--- src/rtl/uart_tx_pkg.sv ---
package uart_tx_pkg;
  localparam int DATA_MAX = 8;
  localparam int FRAME_W  = DATA_MAX + 4;
  localparam int CNT_W    = $clog2(FRAME_W + 1);

  typedef struct packed {
    logic len8;
    logic par_en;
    logic par_odd;
    logic stop2;
  } fmt_t;

  typedef struct packed {
    logic [FRAME_W-1:0] bits;
    logic [CNT_W-1:0]   nbits;
  } frame_t;

  function automatic int data_len(fmt_t f);
    return f.len8 ? DATA_MAX : DATA_MAX - 1;
  endfunction

  // parity over the configured data bits only
  function automatic logic parity_of(logic [DATA_MAX-1:0] d, fmt_t f);
    logic p;
    p = f.par_odd;
    for (int i = 0; i < DATA_MAX; i++)
      if (i < data_len(f)) p = p ^ d[i];
    return p;
  endfunction

  // frame image, bit 0 leaves the line first
  function automatic frame_t frame_build(logic [DATA_MAX-1:0] d, fmt_t f);
    frame_t fr;
    int pos;
    fr.bits    = '1;
    fr.bits[0] = 1'b0;
    pos = 1;
    for (int i = 0; i < DATA_MAX; i++) begin
      if (i < data_len(f)) begin
        fr.bits[pos] = d[i];
        pos = pos + 1;
      end
    end
    if (f.par_en) begin
      fr.bits[pos] = parity_of(d, f);
      pos = pos + 1;
    end
    pos = pos + (f.stop2 ? 2 : 1);
    fr.nbits = CNT_W'(pos);
    return fr;
  endfunction
endpackage

--- src/rtl/uart_tx_baud.sv ---
module uart_tx_baud #(
  parameter int PRE_RATIO = 4,
  parameter int DIV_W     = 8,
  parameter int SUB_RATIO = 16
) (
  input  logic             clk,
  input  logic             rst_n,
  input  logic             pre_en,
  input  logic [DIV_W-1:0] div,
  output logic             bit_tick
);
  localparam int SUB_W = $clog2(SUB_RATIO);
  localparam logic [SUB_W-1:0] SUB_LAST = SUB_W'(SUB_RATIO - 1);

  logic             src_tick;
  logic             x16_tick;
  logic [DIV_W-1:0] div_cnt;
  logic [SUB_W-1:0] sub_cnt;

  generate
    if (PRE_RATIO > 1) begin : g_pre
      localparam int PRE_W = $clog2(PRE_RATIO);
      localparam logic [PRE_W-1:0] PRE_LAST = PRE_W'(PRE_RATIO - 1);
      logic [PRE_W-1:0] pre_cnt;
      always_ff @(posedge clk or negedge rst_n) begin
        if (!rst_n)                pre_cnt <= '0;
        else if (pre_cnt == PRE_LAST) pre_cnt <= '0;
        else                       pre_cnt <= pre_cnt + 1'b1;
      end
      assign src_tick = pre_en ? (pre_cnt == PRE_LAST) : 1'b1;
    end else begin : g_nopre
      assign src_tick = 1'b1;
    end
  endgenerate

  assign x16_tick = src_tick && (div_cnt == '0);
  assign bit_tick = x16_tick && (sub_cnt == SUB_LAST);

  always_ff @(posedge clk or negedge rst_n) begin
    if (!rst_n) div_cnt <= '0;
    else if (src_tick) div_cnt <= (div_cnt == '0) ? div : div_cnt - 1'b1;
  end

  always_ff @(posedge clk or negedge rst_n) begin
    if (!rst_n) sub_cnt <= '0;
    else if (x16_tick) sub_cnt <= (sub_cnt == SUB_LAST) ? '0 : sub_cnt + 1'b1;
  end
endmodule

--- src/rtl/uart_tx_shifter.sv ---
module uart_tx_shifter import uart_tx_pkg::*; (
  input  logic   clk,
  input  logic   rst_n,
  input  logic   bit_tick,
  input  logic   load,
  input  frame_t load_frame,
  output logic   txd,
  output logic   ready,
  output logic   frame_end
);
  logic [FRAME_W-1:0] sh_bits;
  logic [CNT_W-1:0]   sh_left;
  logic               busy;

  assign busy      = (sh_left != '0);
  assign ready     = (sh_left <= CNT_W'(1));
  assign frame_end = bit_tick && (sh_left == CNT_W'(1));
  assign txd       = busy ? sh_bits[0] : 1'b1;

  always_ff @(posedge clk or negedge rst_n) begin
    if (!rst_n) begin
      sh_bits <= '1;
      sh_left <= '0;
    end else if (load) begin
      sh_bits <= load_frame.bits;
      sh_left <= load_frame.nbits;
    end else if (bit_tick && busy) begin
      sh_bits <= {1'b1, sh_bits[FRAME_W-1:1]};
      sh_left <= sh_left - 1'b1;
    end
  end
endmodule

--- src/rtl/uart_tx_dbuf.sv ---
module uart_tx_dbuf import uart_tx_pkg::*; #(
  parameter int PRE_RATIO = 4,
  parameter int DIV_W     = 8,
  parameter int SUB_RATIO = 16
) (
  input  logic                clk,
  input  logic                rst_n,
  input  logic                cfg_pre4,
  input  logic [DIV_W-1:0]    cfg_div,
  input  logic                cfg_len8,
  input  logic                cfg_par_en,
  input  logic                cfg_par_odd,
  input  logic                cfg_stop2,
  input  logic                cfg_irq_sel,
  input  logic                wr_en,
  input  logic [DATA_MAX-1:0] wr_data,
  output logic                txd,
  output logic                tbuf_empty,
  output logic                shift_done,
  output logic                tx_irq
);
  logic                bit_tick;
  logic                sh_ready;
  logic                frame_end;
  logic                buf_load;
  logic                buf_full;
  logic [DATA_MAX-1:0] buf_data;
  logic                done_q;
  logic                empty_d;
  logic                done_d;
  logic                irq_q;
  fmt_t                fmt;
  frame_t              next_frame;

  assign fmt        = '{len8: cfg_len8, par_en: cfg_par_en, par_odd: cfg_par_odd, stop2: cfg_stop2};
  assign next_frame = frame_build(buf_data, fmt);
  assign buf_load   = bit_tick && buf_full && sh_ready;

  uart_tx_baud #(.PRE_RATIO(PRE_RATIO), .DIV_W(DIV_W), .SUB_RATIO(SUB_RATIO)) u_baud (
    .clk(clk), .rst_n(rst_n), .pre_en(cfg_pre4), .div(cfg_div), .bit_tick(bit_tick)
  );

  uart_tx_shifter u_shift (
    .clk(clk), .rst_n(rst_n), .bit_tick(bit_tick), .load(buf_load),
    .load_frame(next_frame), .txd(txd), .ready(sh_ready), .frame_end(frame_end)
  );

  // holding buffer: a write wins over a handover in the same cycle
  always_ff @(posedge clk or negedge rst_n) begin
    if (!rst_n) begin
      buf_full <= 1'b0;
      buf_data <= '0;
    end else if (wr_en) begin
      buf_full <= 1'b1;
      buf_data <= wr_data;
    end else if (buf_load) begin
      buf_full <= 1'b0;
    end
  end

  always_ff @(posedge clk or negedge rst_n) begin
    if (!rst_n)         done_q <= 1'b1;
    else if (buf_load)  done_q <= 1'b0;
    else if (frame_end) done_q <= 1'b1;
  end

  // interrupt on a rising edge of the chosen flag
  always_ff @(posedge clk or negedge rst_n) begin
    if (!rst_n) begin
      empty_d <= 1'b1;
      done_d  <= 1'b1;
      irq_q   <= 1'b0;
    end else begin
      empty_d <= ~buf_full;
      done_d  <= done_q;
      irq_q   <= cfg_irq_sel ? (done_q & ~done_d) : (~buf_full & ~empty_d);
    end
  end

  assign tbuf_empty = ~buf_full;
  assign shift_done = done_q;
  assign tx_irq     = irq_q;
endmodule

--- config.mk ---
export PLATFORM = sky130hd
export DESIGN_NAME = uart_tx_dbuf
export DESIGN_NICKNAME = d
export VERILOG_FILES = /design/src/rtl/uart_tx_pkg.sv /design/src/rtl/uart_tx_baud.sv /design/src/rtl/uart_tx_shifter.sv /design/src/rtl/uart_tx_dbuf.sv
export SDC_FILE = /design/constraint.sdc
export NUM_CORES = 1
export LEC_CHECK = 0
export BUFFER_PORTS_ARGS = -buffer_cell sky130_fd_sc_hd__buf_2
export CORE_ASPECT_RATIO = 0.7
export CORE_UTILIZATION = 51
export DETAILED_ROUTE_END_ITERATION = 10
export PLACE_DENSITY = 0.85
export SYNTH_ARGS = -nofsm -noshare
export SYNTH_HDL_FRONTEND = slang
export SYNTH_SLANG_ARGS = --single-unit
--- constraint.sdc ---
create_clock -name clk -period 1.85 [get_ports clk]
set_input_delay 0.185 -clock clk [delete_from_list [all_inputs] [get_ports clk]]
set_output_delay 0.185 -clock clk [all_outputs]
set_load 0.01 [all_outputs]
==> flow_summary_export.csv <==
group,metric,value,unit
outcome,status,"complete, no violations",
sta,finalWorstSetupSlack,0.742,ps
sta,hold_ws,58.3,ps
grt,grt_max_degree,24,
grt,antenna_found_initial,0,
sta,finClkSkew,4.78,ps
clocking,clk_pin_slew,80,ps
hold_path,worstHoldPathType,"in -> reg",
setup_path,cp.required,2040,ps
sta,slew_violations,0,
floorplan,initial_utilization,53.7,%
layout,drive_gt1_share,40.4,%
sta,fin_crit_sh,100,%
clocking,cts_buffers,5,
floorplan,die_w,79.0,um
setup_path,worstSetupPathType,"reg -> reg",
clocking,cts_max_path_buffers,2,
floorplan,die_h,55.9,um
pwr,powerDensity,918,nW/um2
setup_path,cp_slowest_cell,"or4_4",
pwr,ir_worst_vdd,0.000644,V
synthesis,synth_top_area_share,33.1,%
place,dp_slack,-10.8,ps
setup_path,worst_path_largest_cell_delay,620,ps
detailed_routing,ant_nets,0,
sta,max_slew.worst_pin.slew,493,ps
clocking,cts_num_sinks,41,
place,dp_hpwl,3400,um
clocking,ctsHtreeMaxLevel,2,
grt,grt_pass1_wl,7790,um
sta,setup_violations,0,
synthesis,synthFlopType,"dfrtp_1",
grt,track_usage,23.6,%
synthesis,ys_top_cells_by_area,"dfrtp_1 33%, dfstp_2 16%, mux2_2 5.3%",
clocking,cts_root_buffer,"clkbuf_8",
place,port_buffers,28,
sta,tns,0,ps
sta,fin_crit,1850,ps
layout,fin_nets,300,
clocking,cts_tree,"yes",
floorplan,io_pins,29,
setup_path,cp_top_family,"simple AND/OR/NAND/NOR gates",
setup_path,critPathCaptureType,"register",
synthesis,synth_nets,242,
setup_path,worstPathCellList,"nor3_4 -> nand4_4 -> or4_4 -> or2b_1 -> a31oi_1",
layout,mostFrequentLayoutCells,"30 x nand2_1, 28 x dfrtp_1, 27 x buf_2, 23 x nor2_1, 21 x buf_4",
setup_path,r2r_slack,0.7,ps
sta,relSlewSlack,67.1,%
synthesis,ys_seq_elements,41,
setup_path,cp-start-kind,"register",
layout,areaGrowthSynthToFinish,30.9,%
pwr,leakage,1.22,nW
grt,grt_overflow_total,0,
synthesis,synth_cell_type_count,38,
detailed_routing,totalWireLength,5540,um
synthesis,synth_top_area_cell,"dfrtp_1",
synthesis,synth-edff-count,0,
job,cap_violations,0,
detailed_routing,vias_per_cell,5.93,
synthesis,netlist_area,2120,um2
sta,hold_violations,0,
floorplan,core,3950,um2
floorplan,die_area,4420,um2
synthesis,seq_area_frac_synth,49.2,%
detailed_routing,drc,0,
sta,fmaxAchievable,0.541,GHz
place,gp_congestion,0.846,
synthesis,avgSynthCellArea,10.2,um2
layout,diodes,0,
detailed_routing,dr_total_vias,1893,
detailed_routing,first_pass_iters,5,
detailed_routing,wl_per_cell,17.4,um
grt,grt_pass1_vias,1675,
clocking,clk_latency,310,ps
detailed_routing,drtIter0Drc,177,
synthesis,ys_warn_count,0,
setup_path,path_buf_inv,0,
synthesis,async_reset_ff_share,100,%
sta,rsz0062_at_grt,"yes",
layout,mostFrequentLayoutCell,"nand2_1",
synthesis,synth_cells,208,
setup_path,arrival,2040,ps
floorplan,row_count,19,
setup_path,crit_fanout,7,
## worst reg2reg max path, delay by kind of cell, from the launching register on
kind	cells	cell delay, ps
and+or+nand+nor	4	1250
AOI/OAI and AO/OA	1	70
DFF	1	420
## state kept, by name (all words and copies together), names as in the netlist
signal / flops
u_shift.sh_bits: 10
buf_data: 8
u_baud.div_cnt: 8
u_baud.sub_cnt: 4
u_shift.sh_left: 4
u_baud.g_pre.pre_cnt: 2
buf_full: 1
done_d: 1
empty_d: 1
shift_done: 1
tx_irq: 1
## path summary, 6_finish.rpt
check                                   from  depth (start not counted)                 end
min                              cfg_irq_sel                          2              tx_irq
max in group asynchronous              rst_n                          3             empty_d
min in group asynchronous              rst_n                          2         buf_data[6]
max                        u_baud.div_cnt[5]                          5  u_shift.sh_left[1]
max reg2reg                u_baud.div_cnt[5]                          5  u_shift.sh_left[1]
min reg2reg                       shift_done                          0              done_d
## metal layers
metal | GRT usage (%) | share of wire [%] | vias up
li1 | - | - | 845
met1 | 33.5 | 43 | 922
met2 | 35.3 | 46 | 103
met3 | 4.92 | 6.7 | 23
met4 | 9.61 | 4.1 | 0
met5 | 0 | 0 | -
## cell usage after synthesis (4+ instances only)
master / count
a21oi_1: 10
a31oi_1: 10
dfrtp_1: 28
dfstp_2: 13
ha_1: 8
inv_1: 9
mux2_2: 10
nand2_1: 30
nand3_1: 4
nor2_1: 25
nor3_1: 4
o21ai_0: 7
or3_1: 4
xnor2_1: 10
## power breakdown
| group | leakage (nW) | total, mW | internal (mW) | switching, mW |
|---|---|---|---|---|
| sequential | 0.479 | 1.15 | 1.01 | 0.138 |
| clock | 0.0574 | 0.764 | 0.439 | 0.325 |
| combinational | 0.680 | 0.634 | 0.314 | 0.321 |
| total | 1.22 | 2.55 | 1.76 | 0.784 |
## logic make-up (layout without fill, tap and decap cells)
family	Yosys count	after routing	share of synthesized area, %
mux	11	11	5.79
fa+ha+maj	9	9	5.67
buf+inv	14	72	3.01
simple gates	86	87	20.8
flops	41	41	49.2
xor+xnor	11	11	4.55
compound gates	36	36	11.0
## per-stage QoR
step                area [um2]  util [%]  power [mW]  cells
detailed placement        2440      61.8        1.77    299
global placement          2440      61.8        1.73    299
global route              2770      70.3        2.67    319
finish                    2770      70.3        2.55    319
CTS                       2570      65.1        2.52    308
floorplan                 2120         -        1.51    208
## repair_timing
item	CTS	global route
cloned	0	3
resized for setup	1	20
endpoints found under the hold margin	15	0
pin swaps	0	5
hold buffers	1	0
endpoints found under the setup margin	1	16
buffers inserted	0	9
## area by class of cell
cell class / count / area [um2]
inverters: 9 / 33.8
fillers: 270 / 1170
flip-flops and latches: 41 / 1040
repair buffers: 55 / 415
multi-input cells: 154 / 1100
clock buffers: 6 / 82.6
clock inverters: 2 / 37.5
well taps: 52 / 65.1
No activity file was read; power rests on OpenSTA's default activity.
